File: src/rtl/dkg_pkg.sv
package dkg_pkg;
  typedef enum logic [2:0] {
    ST_BOOT,
    ST_IDLE,
    ST_ECHO,
    ST_GUARD,
    ST_GAP,
    ST_READY
  } dkg_state_e;
endpackage

File: src/rtl/dkg_timer.sv
module dkg_timer #(
  parameter int unsigned CNT_W   = 13,
  parameter int unsigned RST_VAL = 0
) (
  input  logic             clk_i,
  input  logic             rst_ni,
  input  logic             load_i,
  input  logic [CNT_W-1:0] load_val_i,
  output logic             zero_o
);
  logic [CNT_W-1:0] cnt_q;

  always_ff @(posedge clk_i or negedge rst_ni) begin
    if (!rst_ni)          cnt_q <= CNT_W'(RST_VAL);
    else if (load_i)      cnt_q <= load_val_i;
    else if (cnt_q != '0) cnt_q <= cnt_q - 1'b1;
  end

  assign zero_o = (cnt_q == '0);

  // expired timer stays expired until reloaded
  assert_zero_hold_R2: assert property (@(posedge clk_i) disable iff (!rst_ni)
    (zero_o && !load_i) |=> zero_o);
endmodule

File: src/rtl/dkg_key_cmp.sv
module dkg_key_cmp #(
  parameter int unsigned NUM_KEY = 8,
  parameter int unsigned KCNT_W  = $clog2(NUM_KEY + 1)
) (
  input  logic                 clk_i,
  input  logic                 rst_ni,
  input  logic                 clr_i,
  input  logic                 take_i,
  input  logic [7:0]           byte_i,
  input  logic [8*NUM_KEY-1:0] key_i,
  output logic [KCNT_W-1:0]    count_o,
  output logic                 bad_o
);
  localparam int unsigned IDX_W = (NUM_KEY > 1) ? $clog2(NUM_KEY) : 1;

  logic [7:0]        key_bytes [NUM_KEY];
  logic [KCNT_W-1:0] count_q;
  logic              bad_q;
  logic [IDX_W-1:0]  idx;
  logic              differ;

  for (genvar k = 0; k < NUM_KEY; k++) begin : g_key_byte
    assign key_bytes[k] = key_i[8*k +: 8];
  end

  assign idx    = count_q[IDX_W-1:0];
  assign differ = (count_q < KCNT_W'(NUM_KEY)) ? (byte_i != key_bytes[idx]) : 1'b1;

  always_ff @(posedge clk_i or negedge rst_ni) begin
    if (!rst_ni) begin
      count_q <= '0;
      bad_q   <= 1'b0;
    end else if (clr_i) begin
      count_q <= '0;
      bad_q   <= 1'b0;
    end else if (take_i) begin
      count_q <= count_q + 1'b1;
      bad_q   <= bad_q | differ;
    end
  end

  assign count_o = count_q;
  assign bad_o   = bad_q;

  assert_count_bound_R9: assert property (@(posedge clk_i) disable iff (!rst_ni)
    count_o <= KCNT_W'(NUM_KEY));
  assert_bad_sticky_R5: assert property (@(posedge clk_i) disable iff (!rst_ni)
    (bad_o && !clr_i) |=> bad_o);
endmodule

File: src/rtl/dkg_seq.sv
module dkg_seq
  import dkg_pkg::*;
#(
  parameter int unsigned NUM_KEY        = 8,
  parameter int unsigned BIT_CYCLES     = 16,
  parameter int unsigned STARTUP_CYCLES = 4128,
  parameter int unsigned GAP_CYCLES     = 256,
  parameter int unsigned CNT_W          = 13,
  parameter int unsigned KCNT_W         = 4
) (
  input  logic              clk_i,
  input  logic              rst_ni,
  input  logic              sys_rst_ni,
  input  logic              rx_valid_i,
  input  logic [7:0]        rx_data_i,
  input  logic              tmr_zero_i,
  input  logic [KCNT_W-1:0] key_cnt_i,
  input  logic              key_bad_i,
  output logic              tmr_load_o,
  output logic [CNT_W-1:0]  tmr_val_o,
  output logic              take_o,
  output logic              clr_o,
  output logic              echo_valid_o,
  output logic [7:0]        echo_data_o,
  output logic              done_o,
  output logic              unlock_o,
  output logic              fail_o,
  output logic              cmd_ready_o
);
  localparam logic [CNT_W-1:0] BOOT_LD  = CNT_W'(STARTUP_CYCLES - 1);
  localparam logic [CNT_W-1:0] ECHO_LD  = CNT_W'(2 * BIT_CYCLES - 1);
  localparam logic [CNT_W-1:0] GUARD_LD = CNT_W'(BIT_CYCLES - 1);
  localparam logic [CNT_W-1:0] GAP_LD   = CNT_W'(GAP_CYCLES - 1);

  dkg_state_e state_q, state_d;
  logic       unlock_q, fail_q, echo_q, done_q;
  logic [7:0] hold_q;
  logic       complete, last, echo_fire;

  assign complete  = unlock_q | fail_q;
  assign last      = (key_cnt_i == KCNT_W'(NUM_KEY));
  assign echo_fire = sys_rst_ni && (state_q == ST_ECHO) && tmr_zero_i;
  assign take_o    = sys_rst_ni && (state_q == ST_IDLE) && rx_valid_i;
  assign clr_o     = !sys_rst_ni && !complete;

  always_comb begin
    tmr_load_o = !sys_rst_ni || take_o || echo_fire;
    if (!sys_rst_ni)  tmr_val_o = BOOT_LD;
    else if (take_o)  tmr_val_o = ECHO_LD;
    else if (last)    tmr_val_o = GAP_LD;
    else              tmr_val_o = GUARD_LD;
  end

  always_comb begin
    state_d = state_q;
    unique case (state_q)
      ST_BOOT:  if (tmr_zero_i) state_d = ST_IDLE;
      ST_IDLE:  if (take_o) state_d = ST_ECHO;
      ST_ECHO:  if (tmr_zero_i) state_d = last ? ST_GAP : ST_GUARD;
      ST_GUARD: if (tmr_zero_i) state_d = ST_IDLE;
      ST_GAP:   if (tmr_zero_i) state_d = ST_READY;
      default:  state_d = ST_READY;
    endcase
    if (!sys_rst_ni) state_d = complete ? ST_READY : ST_BOOT;
  end

  always_ff @(posedge clk_i or negedge rst_ni) begin
    if (!rst_ni) begin
      state_q  <= ST_BOOT;
      unlock_q <= 1'b0;
      fail_q   <= 1'b0;
      echo_q   <= 1'b0;
      done_q   <= 1'b0;
      hold_q   <= '0;
    end else begin
      state_q <= state_d;
      echo_q  <= echo_fire;
      done_q  <= echo_fire && last;
      if (take_o) hold_q <= rx_data_i;
      // verdict taken once, at the last echo
      if (echo_fire && last) begin
        unlock_q <= !key_bad_i;
        fail_q   <= key_bad_i;
      end
    end
  end

  assign echo_valid_o = echo_q;
  assign echo_data_o  = hold_q;
  assign done_o       = done_q;
  assign unlock_o     = unlock_q;
  assign fail_o       = fail_q;
  assign cmd_ready_o  = (state_q == ST_READY);

  assert_echo_pulse_R2: assert property (@(posedge clk_i) disable iff (!rst_ni)
    echo_valid_o |=> !echo_valid_o);
  assert_done_on_echo_R6: assert property (@(posedge clk_i) disable iff (!rst_ni)
    done_o |-> echo_valid_o);
  assert_unlock_rise_R4: assert property (@(posedge clk_i) disable iff (!rst_ni)
    $rose(unlock_o) |-> done_o);
  assert_verdict_excl_R5: assert property (@(posedge clk_i) disable iff (!rst_ni)
    !(unlock_o && fail_o));
  assert_unlock_sticky_R8: assert property (@(posedge clk_i) disable iff (!rst_ni)
    unlock_o |=> unlock_o);
  assert_no_take_after_R9: assert property (@(posedge clk_i) disable iff (!rst_ni)
    complete |-> !take_o);
  assert_ready_after_entry_R7: assert property (@(posedge clk_i) disable iff (!rst_ni)
    cmd_ready_o |-> complete);
endmodule

File: src/rtl/dbg_key_gate.sv
module dbg_key_gate #(
  parameter int unsigned NUM_KEY        = 8,
  parameter int unsigned BIT_CYCLES     = 16,
  parameter int unsigned STARTUP_CYCLES = 4128,
  parameter int unsigned GAP_CYCLES     = 256
) (
  input  logic                 clk_i,
  input  logic                 rst_ni,
  input  logic                 sys_rst_ni,
  input  logic                 rx_valid_i,
  input  logic [7:0]           rx_data_i,
  input  logic [8*NUM_KEY-1:0] key_i,
  output logic                 echo_valid_o,
  output logic [7:0]           echo_data_o,
  output logic                 done_o,
  output logic                 unlock_o,
  output logic                 fail_o,
  output logic                 cmd_ready_o
);
  localparam int unsigned MAX_A   = (STARTUP_CYCLES > 2 * BIT_CYCLES) ? STARTUP_CYCLES : 2 * BIT_CYCLES;
  localparam int unsigned MAX_CYC = (MAX_A > GAP_CYCLES) ? MAX_A : GAP_CYCLES;
  localparam int unsigned CNT_W   = (MAX_CYC > 1) ? $clog2(MAX_CYC) : 1;
  localparam int unsigned KCNT_W  = $clog2(NUM_KEY + 1);

  logic              tmr_load, tmr_zero, take, clr, key_bad;
  logic [CNT_W-1:0]  tmr_val;
  logic [KCNT_W-1:0] key_cnt;

  dkg_timer #(
    .CNT_W   (CNT_W),
    .RST_VAL (STARTUP_CYCLES - 1)
  ) u_timer (
    .clk_i      (clk_i),
    .rst_ni     (rst_ni),
    .load_i     (tmr_load),
    .load_val_i (tmr_val),
    .zero_o     (tmr_zero)
  );

  dkg_key_cmp #(
    .NUM_KEY (NUM_KEY),
    .KCNT_W  (KCNT_W)
  ) u_cmp (
    .clk_i   (clk_i),
    .rst_ni  (rst_ni),
    .clr_i   (clr),
    .take_i  (take),
    .byte_i  (rx_data_i),
    .key_i   (key_i),
    .count_o (key_cnt),
    .bad_o   (key_bad)
  );

  dkg_seq #(
    .NUM_KEY        (NUM_KEY),
    .BIT_CYCLES     (BIT_CYCLES),
    .STARTUP_CYCLES (STARTUP_CYCLES),
    .GAP_CYCLES     (GAP_CYCLES),
    .CNT_W          (CNT_W),
    .KCNT_W         (KCNT_W)
  ) u_seq (
    .clk_i        (clk_i),
    .rst_ni       (rst_ni),
    .sys_rst_ni   (sys_rst_ni),
    .rx_valid_i   (rx_valid_i),
    .rx_data_i    (rx_data_i),
    .tmr_zero_i   (tmr_zero),
    .key_cnt_i    (key_cnt),
    .key_bad_i    (key_bad),
    .tmr_load_o   (tmr_load),
    .tmr_val_o    (tmr_val),
    .take_o       (take),
    .clr_o        (clr),
    .echo_valid_o (echo_valid_o),
    .echo_data_o  (echo_data_o),
    .done_o       (done_o),
    .unlock_o     (unlock_o),
    .fail_o       (fail_o),
    .cmd_ready_o  (cmd_ready_o)
  );

  // echo strobe only ever comes out before the entry has finished or on its last byte
  assert_echo_before_ready_R9: assert property (@(posedge clk_i) disable iff (!rst_ni)
    echo_valid_o |-> !cmd_ready_o);
endmodule

File: config.mk
export PLATFORM = sky130hd
export DESIGN_NAME = dbg_key_gate
export DESIGN_NICKNAME = d
export VERILOG_FILES = /design/src/rtl/dkg_pkg.sv /design/src/rtl/dkg_timer.sv /design/src/rtl/dkg_key_cmp.sv /design/src/rtl/dkg_seq.sv /design/src/rtl/dbg_key_gate.sv
export SDC_FILE = /design/constraint.sdc
export NUM_CORES = 1
export LEC_CHECK = 0
export BUFFER_PORTS_ARGS = -buffer_cell sky130_fd_sc_hd__buf_2
export CAP_MARGIN = 30
export CORE_ASPECT_RATIO = 0.7
export CORE_MARGIN = 5
export CORE_UTILIZATION = 50
export DETAILED_ROUTE_END_ITERATION = 7
export GPL_TIMING_DRIVEN = 0
export PLACE_DENSITY = 0.9
export SYNTH_ARGS = -nofsm -noshare
export SYNTH_HDL_FRONTEND = slang
export SYNTH_HIERARCHICAL = 1
export SYNTH_SLANG_ARGS = --single-unit
File: constraint.sdc
create_clock -name clk_i -period 2.67 [get_ports clk_i]
set_input_delay 0.4005 -clock clk_i [delete_from_list [all_inputs] [get_ports clk_i]]
set_output_delay 0.4005 -clock clk_i [all_outputs]
set_load 0.03 [all_outputs]
# [Word level (Yosys, flattened, before mapping)]
# Cells that the tools add are included.
[totals] reg_bits=33 latchBits=0 ramBits=0 mem_bits_ro=0 in_bits=76 output_inout_bits=13 word_cells=66 n_memories=0
[classes] n_addsub=2 mul=0 n_div=0 n_lt_le_gt_ge=2 n_eq_ne=11 shift=0 n_mux=21 bitwise_logic=3 reduce_logical=18
[ops] op="13-bit two-way mux" n=4
[ops] op="8-bit binary-select mux with 3-bit select" n=1
[ops] op="8-bit two-way mux" n=3
[ops] op="3-bit two-way mux" n=7
[ops] op="13-bit logical NOT" n=1
[ops] op="13-bit nonzero test" n=1
[ops] op="13-bit by 1-bit subtractor with 13-bit output (second input constant)" n=1
[ops] op="3-bit by 2-bit != test with 1-bit output (second input constant)" n=4
[ops] op="3-bit one-hot mux with 4 select lines" n=1
[ops] op="4-bit two-way mux" n=2
[ops] op="8-bit != test" n=1
[ops] op="3-bit by 2-bit equality test with 1-bit output (second input constant)" n=2
[ops] op="3-bit equality test (second input constant)" n=2
[ops] op="1-bit logical AND" n=6
[ops] op="4-bit by 1-bit adder with 4-bit output (second input constant)" n=1
[ops] op="4-bit equality test (second input constant)" n=1
[ops] op="4-bit greater-or-equal comparator (second input constant)" n=1
[ops] op="4-bit less-than comparator (second input constant)" n=1
[ops] op="3-bit NOT with 4-bit output" n=1
[ops] op="4-bit AND reduction" n=1
[ops] op="2-bit nonzero test" n=2
[ops] op="3-bit by 1-bit equality test with 1-bit output (second input constant)" n=1
[ops] op="1-bit logical NOT" n=3
[ops] op="3-bit logical NOT" n=1
[ops] op="other kinds (4)" n=8

# [Logic depth before layout (Yosys ltp)]
[logic_depth] ltp_word=9 depth_mapped=11 ltp_nobuf=10

# [Cells and area by module]
# Netlist, hierarchy kept.
[modules_own_cells] mod="dkg_key_cmp" instances=1 cells_per_inst=75 area_each_um2=849.6 seq_area_each_um2=125.1
[modules_own_cells] mod="dkg_seq" instances=1 cells_per_inst=64 area_each_um2=808.3 seq_area_each_um2=375.4
[modules_own_cells] mod="dkg_timer" instances=1 cells_per_inst=82 area_each_um2=774.5 seq_area_each_um2=332.8

# [Least setup slack after synthesis]
# OpenSTA, ideal clock, no wires.
[synth_timing] path_type="register to register" from="register u_timer.cnt_q[6]" to="register u_timer.cnt_q[2]" setup_time_ns=0.091 t_arrival_ns=2.015 required_ns=2.579 slack_ns=0.564 stages_incl_launch_ff=10 path_buffers=2 period_less_slack_ns=2.106 cell_sequence="dfrtp_1 nor4_2 nand4b_1 inv_2 nand2_1 nand3_1 buf_1 clkbuf_1 nand2_1 o31ai_1"
[synth_via] elab_chain_cells=4 word_cells_on_any_way=6 cone_classes="1 x mux; 5 x reduce/logical"
[synth_lines] item="start: declaration" line_no="dkg_timer.sv:11" source="logic [CNT_W-1:0] cnt_q;"
[synth_lines] item="start signal: assignment" line_no="dkg_timer.sv:14" source="if (!rst_ni) cnt_q <= CNT_W'(RST_VAL);"
[synth_lines] item="start signal: assignment" line_no="dkg_timer.sv:15" source="else if (load_i) cnt_q <= load_val_i;"
[synth_lines] item="start signal: assignment" line_no="dkg_timer.sv:16" source="else if (cnt_q != '0) cnt_q <= cnt_q - 1'b1;"
[synth_lines] item="13-bit logical NOT *" line_no="dkg_timer.sv:19" source="assign zero_o = (cnt_q == '0);"
[synth_lines] item="via tmr_zero" line_no="dbg_key_gate.sv:25" source="logic tmr_load, tmr_zero, take, clr, key_bad;"
[synth_lines] item="1-bit logical AND *" line_no="dkg_seq.sv:42" source="assign echo_fire = sys_rst_ni && (state_q == ST_ECHO) && tmr_zero_i;"
[synth_lines] item="1-bit logical OR *" line_no="dkg_seq.sv:47" source="tmr_load_o = !sys_rst_ni || take_o || echo_fire;"
[synth_lines] item="via tmr_load" line_no="dbg_key_gate.sv:25"
[synth_lines] item="13-bit two-way mux or 2-bit nonzero test (tied branches)"
# Mark *: on every way through the listed nets, which the timed path passes. The rest lies on a longest branch.
# A chain may end at the register's enable or synchronous reset.

# [Final worst setup path]
[layout_timing] from="register u_timer.cnt_q[0]" to="register u_timer.cnt_q[12]"
# The elaborated chain is that of the path after synthesis.

==> parameters.txt <==
Parameter                              Value

Run status
  Result of the run    finished, final reports clean

Global routing
  Wire length of the first global-routing pass    9320 µm
  Pin count of the biggest net entering global routing    34
  Met1 GRT Util    0.257
  Initial antenna violation count    0
  Overflow left after global routing    0
  Global-route met3 utilization    0.0440
  Met2 layer usage reported by global route    0.301
  GR peak layer    met2
  Vias in the first global route    2002
  Global-route total usage across every layer    0.188

Yosys
  Number of flip-flops and latches in the synthesized netlist    33
  Area leader, netlist    sky130_fd_sc_hd__dfrtp_1
  Leading cell type by number of instances after synthesis    sky130_fd_sc_hd__dfrtp_1
  Share of async-settable or async-resettable flops after synthesis    1.00
  Sequential area share after synthesis    0.343
  Post-Syn Area    2430 µm²
  Synthesis warning total    6
  Synth top area share    0.278
  Most used DFF post-synth    sky130_fd_sc_hd__dfrtp_1
  Avg Synthesized Cell Area    11.0 µm²
  Number of enable flip-flop cells after synthesis    0
  Distinct cell type count of the synthesized netlist    55
  Synth area leaders    sky130_fd_sc_hd__dfrtp_1 28%, sky130_fd_sc_hd__mux2i_1 7.4%, sky130_fd_sc_hd__dfstp_2 6.5%, sky130_fd_sc_hd__mux4_1 6.5%, sky130_fd_sc_hd__xnor2_1 5.4%
  List of most frequent post-synthesis cells    27 x sky130_fd_sc_hd__dfrtp_1, 18 x sky130_fd_sc_hd__mux2i_1, 17 x sky130_fd_sc_hd__nand2_1
  Synthesized netlist cell count    221

Critical path
  CP required    2.86 ns
  Critical path start-end classification    reg -> reg
  Biggest fanout along the worst timing path    10
  Launch point of the worst reg-to-reg path    u_timer/cnt_q[0]
  Startpoint Class    flop
  Worst Setup SP    u_timer/cnt_q[0]
  Critical Path Sink Type    flop
  Data arrival time at the worst-slack endpoint    2.42 ns

STA
  Headroom to the max-slew limit    0.473
  Setup repair after global routing missed its margin    no
  Actual transition at the worst max-transition pin    0.785 ns
  Final-layout setup total negative slack    0 ns
  Final critical path time including I/O delays and setup    2.23 ns
  Final hold violation count    0
  Final setup skew    0.0125 ns
  Final critical-path share of the clock period    0.835
  Final Max Slew Viols    0
  Fin worst setup slack    0.439 ns
  Fmax    448 MHz
  Count of endpoints failing setup in the final report    0

Power
  Leakage Power    0.00146 µW
  Total power of the final layout    1280 µW
  Maximum vdd ir drop    204 µV
  Power Dens Cells    415 nW/µm²

Drt
  Count of antenna-violating nets left after detailed routing    0
  Count of vias placed by the detailed router    2037
  Routed wire length    5900 µm
  Number of iterations in the first detailed-routing pass    4
  Detailed router's first-iteration violation count    168
  Final routed DRC violation total    0
  Wire length per cell after detailed routing    15.1 µm
  Mean number of vias per cell    5.20

Placement
  Sum of net half-perimeters after detailed placement    4740 µm
  Port bufs    88
  Routability Congestion    0.822
  Pre-CTS worst setup slack    0.0666 ns

CTS
  Clock Tree Buf Depth    2
  Num CTS Buffers    5
  Clk pin slew, worst setup/hold paths    0.07 ns
  Clock Root Buffer    sky130_fd_sc_hd__clkbuf_8
  Clock H-tree levels    2
  CTS tree    done
  Clock latency reported for the late side of the worst-skew pair    0.28 ns
  Clock sink count    33

Finish
  Register area    833 µm²
  Antenna fix cells    0
  Area of the multi-input gates    1450 µm²
  Share of post-route cells with drive strength above 1    0.461
  Net total in the final layout    401
  Fillers    356
  Area added between synthesis and finish    26.3%

Die
  Initial core utilization    0.511
  DIE WIDTH    93.4 µm
  Core region area    4760 µm²
  # rows    21
  Height of the die    68.4 µm
  Number of I/O pins    89
  Full die area    6380 µm²

Flow run
  Count of maximum capacitance violations    0

Worst hold path
  Hold Crit Class    in -> async
-- registers in the layout, summed over array words and instances (netlist names) --
register,cells
u_seq/fail_o,1
u_seq/state_q,3
u_cmp/count_o,4
u_seq/echo_valid_o,1
u_seq/done_o,1
u_cmp/bad_o,1
u_seq/unlock_o,1
u_timer/cnt_q,13
u_seq/echo_data_o,8
-- cells in the final DEF, fill, tap and decap left out, types with 5 or more instances in the layout --
cell type and count:
sky130_fd_sc_hd__nor2_1 9, sky130_fd_sc_hd__conb_1 8, sky130_fd_sc_hd__xnor2_1 15, sky130_fd_sc_hd__mux2_2 8, sky130_fd_sc_hd__dfstp_2 6, sky130_fd_sc_hd__mux2_4 6
sky130_fd_sc_hd__mux2i_1 18, sky130_fd_sc_hd__xor2_1 7, sky130_fd_sc_hd__buf_4 11, sky130_fd_sc_hd__o21ai_0 6, sky130_fd_sc_hd__mux4_1 6, sky130_fd_sc_hd__inv_1 7
sky130_fd_sc_hd__buf_2 90, sky130_fd_sc_hd__nand3_1 7, sky130_fd_sc_hd__nand2_1 17, sky130_fd_sc_hd__dfrtp_1 27, sky130_fd_sc_hd__clkbuf_8 5
-- path summary, 6_finish.rpt --
check | end | slack, ns | cells after the start
min | u_timer/cnt_q[8] | 0.17 | 1
max in group asynchronous | u_seq/state_q[1] | 2.02 | 1
max | u_timer/cnt_q[12] | 0.44 | 9
min reg2reg | u_seq/echo_data_o[5] | 0.51 | 1
min in group clk_i | u_seq/echo_data_o[6] | 0.38 | 2
max reg2reg | u_timer/cnt_q[12] | 0.44 | 9
-- per-stage QoR --
| stage | hold WS (ns) | instances | cell area [µm²] | utilization |
|---|---|---|---|---|
| 2_1_floorplan | 0.105 | 227 | 2450 | - |
| 3_3_place_gp | 0.486 | 384 | 2980 | 0.627 |
| 3_5_place_dp | 0.493 | 384 | 2980 | 0.627 |
| 4_1_cts | 0.202 | 392 | 3070 | 0.645 |
| 5_1_grt | 0.250 | 392 | 3070 | 0.646 |
| 6_report | 0.171 | 392 | 3070 | 0.646 |
-- critical path: stages (launching register included) --
cell and delay, ns:
sky130_fd_sc_hd__dfstp_2 0.53, sky130_fd_sc_hd__inv_1 0.08, sky130_fd_sc_hd__ha_1 0.20, sky130_fd_sc_hd__nor3b_1 0.14, sky130_fd_sc_hd__nand4b_1 0.12, sky130_fd_sc_hd__inv_2 0.09
sky130_fd_sc_hd__nand2_1 0.10, sky130_fd_sc_hd__nand3_1 0.28, sky130_fd_sc_hd__nand2b_1 0.38, sky130_fd_sc_hd__o21ai_0 0.24
-- power by group --
group / internal (µW) / switching [µW] / total, µW
logic: 172 / 155 / 327
clock network: 180 / 185 / 364
registers: 545 / 40.3 / 585
total: 897 / 380 / 1280
-- cell type report --
cell class,count,share of cell area
Timing Repair Buffer,89,0.146
Buffer,18,0.0452
Clock inverter,3,0.00570
Inverter,9,0.0110
Sequential cell,33,0.271
Multi-Input combinational cell,166,0.471
Clock buffer,5,0.0224
Tap cell,69,0.0281
-- metal layers --
layer / wire length, µm / vias up / share of wire
met5: 0 / - / 0
met4: 80 / 0 / 0.014
met3: 379 / 8 / 0.064
met2: 2860 / 85 / 0.49
met1: 2580 / 956 / 0.44
li1: - / 988 / -
-- cell families after synthesis --
kind of cell,after synthesis,synth area share
AO/OA/AOI/OAI,22,0.0576
XOR/XNOR,22,0.0792
adder cells (fa/ha/maj),3,0.0154
buffers and inverters,28,0.0720
flip-flops,33,0.343
multiplexers,41,0.241
other,2,0.00309
AND/OR/NAND/NOR,70,0.189
-- what timing repair did --
item / in CTS / in global routing
resized for setup: 0 / 2
endpoints found under the setup margin: 0 / 11
setup buffers: 0 / 1
hold buffers: 0 / 0
Note: power is estimated with default switching activity, not from simulation.
